$ cat config.mk
export PLATFORM = sky130hd
export DESIGN_NAME = keyhier_stage_ctrl
export DESIGN_NICKNAME = d
export VERILOG_FILES = /design/src/rtl/keyhier_pkg.sv /design/src/rtl/keyhier_op_decode.sv /design/src/rtl/keyhier_stage_reg.sv /design/src/rtl/keyhier_bind_lock.sv /design/src/rtl/keyhier_stage_ctrl.sv
export SDC_FILE = /design/constraint.sdc
export NUM_CORES = 1
export LEC_CHECK = 0
export BUFFER_PORTS_ARGS = -buffer_cell sky130_fd_sc_hd__buf_2
export CORE_ASPECT_RATIO = 1.4
export CORE_MARGIN = 4
export CORE_UTILIZATION = 52
export CTS_BUF_LIST = sky130_fd_sc_hd__clkbuf_2 sky130_fd_sc_hd__clkbuf_4 sky130_fd_sc_hd__clkbuf_8
export DETAILED_ROUTE_END_ITERATION = 8
export PLACE_DENSITY = 0.86
export SYNTH_ARGS = -nofsm -noshare
export SYNTH_HDL_FRONTEND = slang
export SYNTH_SLANG_ARGS = --single-unit
$ cat constraint.sdc
create_clock -name clk -period 2.6 [get_ports clk]
set_input_delay 0.39 -clock clk [delete_from_list [all_inputs] [get_ports clk]]
set_output_delay 0.39 -clock clk [all_outputs]
set_load 0.01 [all_outputs]
$ cat src/rtl/keyhier_pkg.sv
// Shared types and constants of the key hierarchy stage sequencer.
// Assumes a 3-bit operation code and a 3-bit working-state readout.
package keyhier_pkg;
    localparam int STATE_W = 6;
    localparam int WCODE_W = 3;
    localparam int OP_W    = 3;

    // Sparse stage encoding; any other pattern is an integrity fault
    typedef enum logic [STATE_W-1:0] {
        ST_RESET    = 6'b001011,
        ST_INIT     = 6'b010101,
        ST_CREATOR  = 6'b100110,
        ST_OWNINT   = 6'b111000,
        ST_OWNER    = 6'b011110,
        ST_DISABLED = 6'b101101,
        ST_INVALID  = 6'b110011
    } stage_e;

    typedef enum logic [1:0] {ACT_DERIVE, ACT_DISABLE, ACT_REJECT} act_e;
    typedef enum logic [1:0] {PH_IDLE, PH_DECODE, PH_WAIT} phase_e;

    localparam logic [OP_W-1:0] OP_ADVANCE = 3'd0;
    localparam logic [OP_W-1:0] OP_GEN_HW  = 3'd3;

    localparam logic [1:0] OPS_IDLE = 2'd0;
    localparam logic [1:0] OPS_BUSY = 2'd1;
    localparam logic [1:0] OPS_OK   = 2'd2;
    localparam logic [1:0] OPS_ERR  = 2'd3;

    // Map a stage to the software-visible working-state code
    function automatic logic [WCODE_W-1:0] stage_code(stage_e s);
        case (s)
            ST_RESET:    return 3'd0;
            ST_INIT:     return 3'd1;
            ST_CREATOR:  return 3'd2;
            ST_OWNINT:   return 3'd3;
            ST_OWNER:    return 3'd4;
            ST_DISABLED: return 3'd5;
            default:     return 3'd6;
        endcase
    endfunction
endpackage

$ cat src/rtl/keyhier_op_decode.sv
// Decides, from the current stage and the latched op code, whether the command
// derives, disables or is rejected, and which stage it leads to.
// Assumes stage_i is stable for the whole command.
module keyhier_op_decode
    import keyhier_pkg::*;
(
    input  stage_e          stage_i,
    input  logic [OP_W-1:0] op_i,
    output act_e            act_o,
    output stage_e          nxt_o,
    output logic            adv_o
);
    logic gen_ok;
    logic live;

    // Classify the current stage
    always_comb begin
        gen_ok = (stage_i == ST_CREATOR) || (stage_i == ST_OWNINT) || (stage_i == ST_OWNER);
        live   = gen_ok || (stage_i == ST_RESET) || (stage_i == ST_INIT);
    end

    // Command action and successor stage
    always_comb begin
        act_o = ACT_REJECT;
        nxt_o = stage_i;
        adv_o = 1'b0;
        if (live) begin
            if (op_i == OP_ADVANCE) begin
                adv_o = 1'b1;
                act_o = ACT_DERIVE;
                case (stage_i)
                    ST_RESET:   nxt_o = ST_INIT;
                    ST_INIT:    nxt_o = ST_CREATOR;
                    ST_CREATOR: nxt_o = ST_OWNINT;
                    ST_OWNINT:  nxt_o = ST_OWNER;
                    default: begin
                        adv_o = 1'b0;
                        act_o = ACT_DISABLE;
                        nxt_o = ST_DISABLED;
                    end
                endcase
            end else if (op_i <= OP_GEN_HW) begin
                act_o = gen_ok ? ACT_DERIVE : ACT_REJECT;
            end else begin
                act_o = ACT_DISABLE;
                nxt_o = ST_DISABLED;
            end
        end
    end
endmodule

$ cat src/rtl/keyhier_stage_reg.sv
// Holds the sparse stage register, flags illegal encodings and forces the
// terminal invalid stage on kill or on its own encoding fault.
// Assumes upd_i is only raised for legal successor stages.
module keyhier_stage_reg
    import keyhier_pkg::*;
(
    input  logic               clk,
    input  logic               rst_n,
    input  logic               kill_i,
    input  logic               upd_i,
    input  stage_e             nxt_i,
    output stage_e             stage_o,
    output logic [WCODE_W-1:0] code_o,
    output logic               enc_err_o
);
    stage_e stage_q;

    // Detect any pattern outside the legal set
    always_comb begin
        case (stage_q)
            ST_RESET, ST_INIT, ST_CREATOR, ST_OWNINT,
            ST_OWNER, ST_DISABLED, ST_INVALID: enc_err_o = 1'b0;
            default:                           enc_err_o = 1'b1;
        endcase
    end

    // Stage register: faults win over normal updates
    always_ff @(posedge clk) begin
        if (!rst_n)                      stage_q <= ST_RESET;
        else if (kill_i || enc_err_o)    stage_q <= ST_INVALID;
        else if (upd_i)                  stage_q <= nxt_i;
    end

    assign stage_o = stage_q;
    assign code_o  = stage_code(stage_q);
endmodule

$ cat src/rtl/keyhier_bind_lock.sv
// Write enable of the software-binding registers: software clears it,
// hardware sets it only on a successful advance.
module keyhier_bind_lock (
    input  logic clk,
    input  logic rst_n,
    input  logic set_i,
    input  logic clr_i,
    output logic we_o
);
    // Set has priority over a same-cycle software clear
    always_ff @(posedge clk) begin
        if (!rst_n)     we_o <= 1'b1;
        else if (set_i) we_o <= 1'b1;
        else if (clr_i) we_o <= 1'b0;
    end
endmodule

$ cat src/rtl/keyhier_stage_ctrl.sv
// Top of the key hierarchy stage sequencer: accepts start commands, runs the
// derivation handshake, updates stage, status, error and interrupt outputs.
// Assumes drv_data_i is valid in the cycle drv_done_i is high.
module keyhier_stage_ctrl
    import keyhier_pkg::*;
#(
    parameter int DRV_W      = 32,
    parameter int NUM_FAULTS = 4
) (
    input  logic                  clk,
    input  logic                  rst_n,
    input  logic                  start_we_i,
    input  logic                  start_val_i,
    input  logic [OP_W-1:0]       op_code_i,
    input  logic [1:0]            status_clr_i,
    input  logic                  err_clr_i,
    input  logic                  bind_clr_i,
    input  logic [NUM_FAULTS-1:0] fault_i,
    input  logic                  esc_i,
    output logic                  drv_req_o,
    output logic [1:0]            drv_kind_o,
    input  logic                  drv_done_i,
    input  logic [DRV_W-1:0]      drv_data_i,
    output logic [WCODE_W-1:0]    work_state_o,
    output logic [1:0]            op_status_o,
    output logic                  cfg_en_o,
    output logic                  op_done_o,
    output logic                  err_inv_op_o,
    output logic                  out_fault_o,
    output logic                  bind_we_o
);
    localparam logic [DRV_W-1:0] ALL_ONES = {DRV_W{1'b1}};

    phase_e          phase_q;
    logic [OP_W-1:0] op_q;
    stage_e          stage, dec_nxt, stage_nxt;
    act_e            act;
    logic            dec_adv, enc_err;
    logic            start_ok, abort, done_ok, data_bad, in_decode;
    logic            finish, fin_err, stage_upd, adv_good;

    keyhier_op_decode u_dec (
        .stage_i (stage),
        .op_i    (op_q),
        .act_o   (act),
        .nxt_o   (dec_nxt),
        .adv_o   (dec_adv)
    );

    keyhier_stage_reg u_stage (
        .clk       (clk),
        .rst_n     (rst_n),
        .kill_i    (abort),
        .upd_i     (stage_upd),
        .nxt_i     (stage_nxt),
        .stage_o   (stage),
        .code_o    (work_state_o),
        .enc_err_o (enc_err)
    );

    keyhier_bind_lock u_bind (
        .clk   (clk),
        .rst_n (rst_n),
        .set_i (adv_good),
        .clr_i (bind_clr_i),
        .we_o  (bind_we_o)
    );

    // Command-path control terms
    always_comb begin
        start_ok  = start_we_i && start_val_i && (phase_q == PH_IDLE);
        abort     = (|fault_i) || esc_i || enc_err;
        in_decode = (phase_q == PH_DECODE);
        done_ok   = (phase_q == PH_WAIT) && drv_done_i;
        data_bad  = (drv_data_i == '0) || (drv_data_i == ALL_ONES);
        finish    = (phase_q != PH_IDLE) &&
                    (abort || (in_decode && act != ACT_DERIVE) || done_ok);
        fin_err   = abort || (in_decode && act == ACT_REJECT) || (done_ok && data_bad);
        stage_upd = !abort && ((in_decode && act == ACT_DISABLE) ||
                               (done_ok && (data_bad || dec_adv)));
        stage_nxt = (done_ok && data_bad) ? ST_INVALID : dec_nxt;
        adv_good  = !abort && done_ok && !data_bad && dec_adv;
    end

    // Phase sequencing and op latch
    always_ff @(posedge clk) begin
        if (!rst_n) begin
            phase_q <= PH_IDLE;
            op_q    <= OP_ADVANCE;
        end else begin
            case (phase_q)
                PH_IDLE: if (start_ok) begin
                    phase_q <= PH_DECODE;
                    op_q    <= op_code_i;
                end
                PH_DECODE: phase_q <= (!abort && act == ACT_DERIVE) ? PH_WAIT : PH_IDLE;
                PH_WAIT:   if (abort || drv_done_i) phase_q <= PH_IDLE;
                default:   phase_q <= PH_IDLE;
            endcase
        end
    end

    // Status, sticky error bits and completion pulse
    always_ff @(posedge clk) begin
        if (!rst_n) begin
            op_status_o  <= OPS_IDLE;
            err_inv_op_o <= 1'b0;
            out_fault_o  <= 1'b0;
            op_done_o    <= 1'b0;
        end else begin
            op_done_o <= finish;
            if (start_ok)                    op_status_o <= OPS_BUSY;
            else if (finish)                 op_status_o <= fin_err ? OPS_ERR : OPS_OK;
            else if (phase_q == PH_IDLE)     op_status_o <= op_status_o & ~status_clr_i;
            if (in_decode && act == ACT_REJECT) err_inv_op_o <= 1'b1;
            else if (err_clr_i)                 err_inv_op_o <= 1'b0;
            if (done_ok && data_bad)            out_fault_o <= 1'b1;
        end
    end

    assign cfg_en_o   = (phase_q == PH_IDLE);
    assign drv_req_o  = (phase_q == PH_WAIT);
    assign drv_kind_o = op_q[1:0];
endmodule

# After elaboration in Yosys (flattened, before gate mapping)
# Cells that the tools add are included.
[totals] register_bits=17 wordCells=110 output_inout_bits=13
[classes] bitwise=3 eq_ne=16 reduce_logical=53 order_cmp=1 mux=27
[op_table] op="$mux 6" count=6
[op_table] op="$eq 32x32->1 const B" count=1
[op_table] op="$logic_not 32->1" count=1
[op_table] op="$eq 6x6->1 const B" count=4
[op_table] op="$pmux 6 s4" count=1
[op_table] op="$mux 2" count=9
[op_table] op="$pmux 3 s6" count=1
[op_table] op="$logic_or 1x1->1" count=15
[op_table] op="$logic_and 1x1->1" count=14
[op_table] op="$eq 6x5->1 const B" count=2
[op_table] op="$reduce_bool 2->1" count=6
[op_table] op="$mux 1" count=9
[op_table] op="$reduce_or 4->1" count=2
[op_table] op="$reduce_or 7->1" count=1
[op_table] op="$eq 6x4->1 const B" count=1
[op_table] op="$pmux 2 s3" count=1
[op_table] op="$reduce_and 3->1" count=2
[op_table] op="$reduce_bool 3->1" count=2
[op_table] op="$reduce_or 2->1" count=3
[op_table] op="$eq 2x1->1 const B" count=2
[op_table] op="$eq 2x2->1 const B" count=2
[op_table] op="$logic_not 2->1" count=2
[op_table] op="$ne 2x1->1 const B" count=2
[op_table] op="$ne 4x2->1 const B" count=1
[op_table] op="other kinds (8)" count=10

# Longest topological paths before layout
[logic_depth] word_depth=14 mapped_depth=7 ltp_nobuf=6

# Modules after synthesis
# Synthesis repeated with hierarchy kept, for this count alone.
[hier_totals] hier_cells=198 area_unflattened_um2=1602.8
[by_module_without_submodules] mod="keyhier_stage_ctrl" cells_each=87 n_inst=1 seq_area_each_um2=200.2 area_each_um2=709.4
[by_module_without_submodules] mod="keyhier_stage_reg" cells_each=66 n_inst=1 seq_area_each_um2=120.1 area_each_um2=540.5
[by_module_without_submodules] mod="keyhier_op_decode" cells_each=42 n_inst=1 seq_area_each_um2=0.0 area_each_um2=319.1
[by_module_without_submodules] mod="keyhier_bind_lock" cells_each=3 n_inst=1 seq_area_each_um2=20.0 area_each_um2=33.8

# Worst setup path after synthesis
# Ideal clock, no wire load.
[synth_timing] path_type="input port to flip-flop" start="input fault_i[0]" end="register u_stage.stage_q[1], in the netlist u_stage.stage_o[1]" path_stages=5 t_arrival_ps=1710 setup_slack_ps=746 required_ps=2456 cell_sequence="or4_1 -> a311oi_1 -> nand2_2 -> nor3_2 -> o311ai_0"
[synth_between] elab_chain_cells=6 elab_cells_between_ends=8 classes_between="reduce/logical (8)"
[synth_lines] element="start, declared" line="keyhier_stage_ctrl.sv:18" rtl="input logic [NUM_FAULTS-1:0] fault_i,"
[synth_lines] element="$reduce_or 4->1 *" line="keyhier_stage_ctrl.sv:72" rtl="abort = (|fault_i) || esc_i || enc_err;"
[synth_lines] element="$logic_or 1x1->1 * (2 in series)" line="keyhier_stage_ctrl.sv:72"
[synth_lines] element="$logic_not 1->1" line="keyhier_stage_ctrl.sv:79" rtl="stage_upd = !abort && ((in_decode && act == ACT_DISABLE) ||"
[synth_lines] element="$logic_and 1x1->1" line="keyhier_stage_ctrl.sv:79"
[synth_lines] element="$reduce_and 3->1 (no source line)"
[synth_lines] element="end signal, assigned" line="keyhier_stage_reg.sv:31" rtl="else if (upd_i) stage_q <= nxt_i;"
[synth_lines] element="end, declared" line="keyhier_stage_reg.sv:16" rtl="stage_e stage_q;"
# Every way passes the cells marked *; elsewhere a longest branch is shown, timed or not.
# A chain may end at the register's enable or synchronous reset.

# Final worst setup path
[layout_timing] start="register u_stage.stage_q[0], in the netlist u_stage.stage_o[0]" end="output work_state_o[1]"
[layout_between] elab_chain_cells=2 elab_cells_between_ends=7 classes_between="eq/ne (6); mux (1)"
[layout_lines] element="$eq 6x6->1 (tied with other cells)" line="keyhier_pkg.sv:32" rtl="case (s)"
[layout_lines] element="$pmux 3 s6 *" line="keyhier_pkg.sv:32"
[layout_lines] element="end, declared" line="keyhier_stage_ctrl.sv:24" rtl="output logic [WCODE_W-1:0] work_state_o,"
# Marked as above.

==> run summary <==
=====================================================================================
Static Leak                                                               0.000723 uW
Post-detailed-route wirelength per cell                                       14.1 um
CTS buffer count                                                                    3
Antenna Diode Count                                                                 0
Fin nets                                                                          283
Min Clock Period, post-route                                                  2.22 ns
Part of the total power dissipated in the clock network                         27.2%
Capturing element type of the critical path                              primary output
Depth of the most critical reg-to-reg path                                          6
Post-synthesis net count                                                          226
First-pass detailed-route iteration total                                           4
Net switching power                                                            159 uW
Pin count of the biggest net entering global routing                               17
Number of synthesized register bits                                                17
Setup repair bufs after CTS                                                         0
Relative contribution of combinational cells to total power                     20.6%
Insertion delay of the later-clocked pin in the worst-skew pair               0.30 ns
# DRC                                                                               0
Seq/Total Area, Yosys                                                           24.7%
Simple-gate share of the synthesized area                                       45.4%
Destination of the worst hold path                                       u_stage.stage_o[3]
Total congestion overflow after global routing                                      0
Outcome                                                                  finished, final reports clean
Most frequent standard cell in the layout excluding fill and tap cells   sky130_fd_sc_hd__buf_2
Source of the worst register-to-register timing path                     u_stage.stage_o[1]
Antenna violations before repair                                                    0
Total non-filler cell area in the finished layout                          1700 sq um
Final Slew Violations                                                               0
TritonCTS clock tree                                                              yes
CP startpoint kind                                                          flip-flop
Number of hold buffers added after CTS                                              0
Required time at the endpoint of the critical path                            2.21 ns
Placeable core region                                                      2470 sq um
Max Clock Freq                                                              0.449 GHz
Cell-by-cell trace of the critical path                                  buf_4 -> and3b_1 -> a21o_1 -> a32oi_1 -> nor2_1 -> a21oi_1 -> buf_2
Worst hold margin                                                            0.301 ns
Int Pwr                                                                        383 uW
Port Buffers                                                                       61
Number of instances in the synthesized netlist                                    177
Detailed-route wire length                                                    3.76 mm
Data arrival at the endpoint of the critical path                             1.83 ns
Growth of design area from synthesis to finish                                  23.3%
Worst relative slew slack                                                       56.8%
1st-iter DRT viols                                                                 55
Setup TNS                                                                        0 ns
Adder-cell share of the synthesized area                                           0%
Average cell area after synthesis                                          7.79 sq um
R2R Path End                                                             op_status_o[1]
Buffer and inverter count on the worst path                                         2
Maximum fanout count along the critical path                                       11
Total placed cells including tap cells                                            263
CP max stage delay                                                            0.41 ns
Worst IR drop on VDD                                                           294 uV
Top cell type's share of synthesized area                                       24.7%
Final worst-path cycle share                                                    85.6%
# H-tree levels                                                                     1
Largest family of logic cells by synthesized area                        simple AND/OR/NAND/NOR gates
Number of I/O pins                                                                 62
Critical path's slowest cell                                             sky130_fd_sc_hd__dfxtp_1
Number of fill cells                                                              225
Hpwl dp                                                                       3.04 mm
Complex-gate fraction of the synthesized area                                   19.5%
Share of async-settable or async-resettable flops after synthesis                  0%
Kind of cell with the highest combined delay on the critical path        compound AO/OA/AOI/OAI gates
Via density per instance                                                         5.96
Critical path start-end classification                                        reg2out
Initial Utilization                                                             55.8%
Overall fraction of global-route tracks in use                                  22.8%
Number of stages on the worst hold path                                             2
Switch share                                                                    29.3%
Count of different cell masters after synthesis                                    54
Register-to-Register Setup Slack                                              0.44 ns
Clock-pin slew of the registers on the worst-case setup and hold paths        0.10 ns
Routability-driven placement congestion ratio                                   0.890
Post-synthesis share of cell area spent on xor and xnor gates                      0%
Die Span Y                                                                    68.9 um
Total setup violations reported at the end of the flow                              0
Gates resized, CTS repair                                                           0
Commonest cells after routing, fill and taps aside                       sky130_fd_sc_hd__buf_2, sky130_fd_sc_hd__dfxtp_1, sky130_fd_sc_hd__nor2_1
Number of global-route vias before repair                                       1,509
Largest cells by area after synthesis                                    sky130_fd_sc_hd__dfxtp_1, sky130_fd_sc_hd__nand4_1, sky130_fd_sc_hd__nor4_1
Number of maximum-capacitance violations                                            0
DP Area                                                                    1670 sq um
Power Dens Cells                                                          319 nW/um^2
Clock tree skew after final layout                                         0.00333 ns
Post-Synthesis Cell Area                                                   1380 sq um
Hold path startpoint                                                            rst_n
Post-synth top area cell                                                 sky130_fd_sc_hd__dfxtp_1
Width of the die                                                              51.5 um
Unrepaired setup endpoints after global routing                                    no
TritonCTS Sinks                                                                    17
Worst hold path type                                                           in2reg
EDFF count, synth                                                                   0
Count of endpoints failing hold in the final timing report                          0
Warnings, synthesis                                                                 0
Portion of total power attributed to sequential cells                           52.2%
Share of cells above drive strength 1                                           33.9%
Vias                                                                            1,592
Multiplexer area fraction after synthesis                                       4.36%
Slew at the pin with the worst max-slew slack                                0.644 ns
Post-route ant nets                                                                 0
Root cell of the clock tree                                              sky130_fd_sc_hd__clkbuf_4
Final std cells w/o fill                                                          267
Area enclosed by the die boundary                                          3550 sq um
Clock buffer depth                                                                  2
Most common flop cell mapped by yosys                                    sky130_fd_sc_hd__dfxtp_1
Site Rows                                                                          21
Post-route core utilization                                                     68.8%
First-pass GRT wire length                                                    6.29 mm
=====================================================================================
==> how the worst max path moves through the flow <==
stage	from	to	slack, ns	cells after the start
5_1_grt	u_stage.stage_o[1]	u_stage.stage_o[1]	0.16	6
6_report	u_stage.stage_o[0]	work_state_o[1]	0.38	7
3_3_place_gp	u_stage.stage_o[3]	u_stage.stage_o[1]	0.49	7
4_1_cts	u_stage.stage_o[0]	work_state_o[1]	0.38	7
2_1_floorplan	fault_i[0]	u_stage.stage_o[1]	0.75	5
3_5_place_dp	u_stage.stage_o[1]	u_stage.stage_o[1]	0.46	6
==> metal layers <==
layer | track usage, % | wire, um | up-vias
met5 | 0 | 0 | -
met4 | 5.25 | 34 | 0
met3 | 3.44 | 226 | 5
met2 | 43.6 | 1980 | 63
met1 | 26.1 | 1510 | 730
li1 | - | - | 794
==> worst reg2reg max path, delay by kind of cell (launching register included) <==
kind,cells,cell delay [ns]
compound gates,4,0.80
simple gates,2,0.64
flops,1,0.60
==> area by class of cell <==
type,count,area (sq um),area share (%)
flip-flops and latches,17,340,20.0
multi-input cells,145,955,56.1
inverters,4,15.0,0.883
clock buffers,3,22.5,1.32
well taps,34,42.5,2.50
repair buffers,63,320,18.8
clock inverters,1,5.00,0.294
==> sequential cells by signal, indices dropped and copies added (netlist names) <==
name	flops
op_done_o	1
op_status_o	2
op_q	3
out_fault_o	1
u_bind.we_o	1
u_stage.stage_o	6
err_inv_op_o	1
phase_q	2
==> per-stage QoR <==
step	power (uW)	worst slack, ns
finish	542	0.375
global route	569	0.157
CTS	543	0.380
detailed placement	400	0.460
global placement	397	0.489
floorplan	345	0.746
==> cell families after synthesis <==
family | Yosys count
buffers and inverters | 15
multiplexers | 6
AND/OR/NAND/NOR | 102
AO/OA/AOI/OAI | 37
flip-flops | 17
==> power groups by stage <==
stage | clock network (uW) | logic, uW | registers (uW)
2_1_floorplan | 0 | 61.6 | 283
3_3_place_gp | 0 | 108 | 289
3_5_place_dp | 0 | 111 | 289
4_1_cts | 148 | 112 | 283
5_1_grt | 158 | 125 | 286
6_report | 147 | 112 | 283
==> synthesized netlist by cell type, types with 3 or more instances <==
cell / instances
sky130_fd_sc_hd__dfxtp_1: 17
sky130_fd_sc_hd__nor2_1: 16
sky130_fd_sc_hd__nand2_1: 13
sky130_fd_sc_hd__nand4_1: 12
sky130_fd_sc_hd__nor4_1: 12
sky130_fd_sc_hd__a21oi_1: 9
sky130_fd_sc_hd__mux2i_1: 6
sky130_fd_sc_hd__nand3_1: 6
sky130_fd_sc_hd__nor2b_1: 6
sky130_fd_sc_hd__o21ai_0: 6
sky130_fd_sc_hd__nand2b_1: 5
sky130_fd_sc_hd__nor3_1: 5
sky130_fd_sc_hd__buf_2: 4
sky130_fd_sc_hd__buf_4: 4
sky130_fd_sc_hd__inv_1: 4
sky130_fd_sc_hd__and3b_1: 3
sky130_fd_sc_hd__nand3b_1: 3
Note: power is estimated with default switching activity, not from simulation.
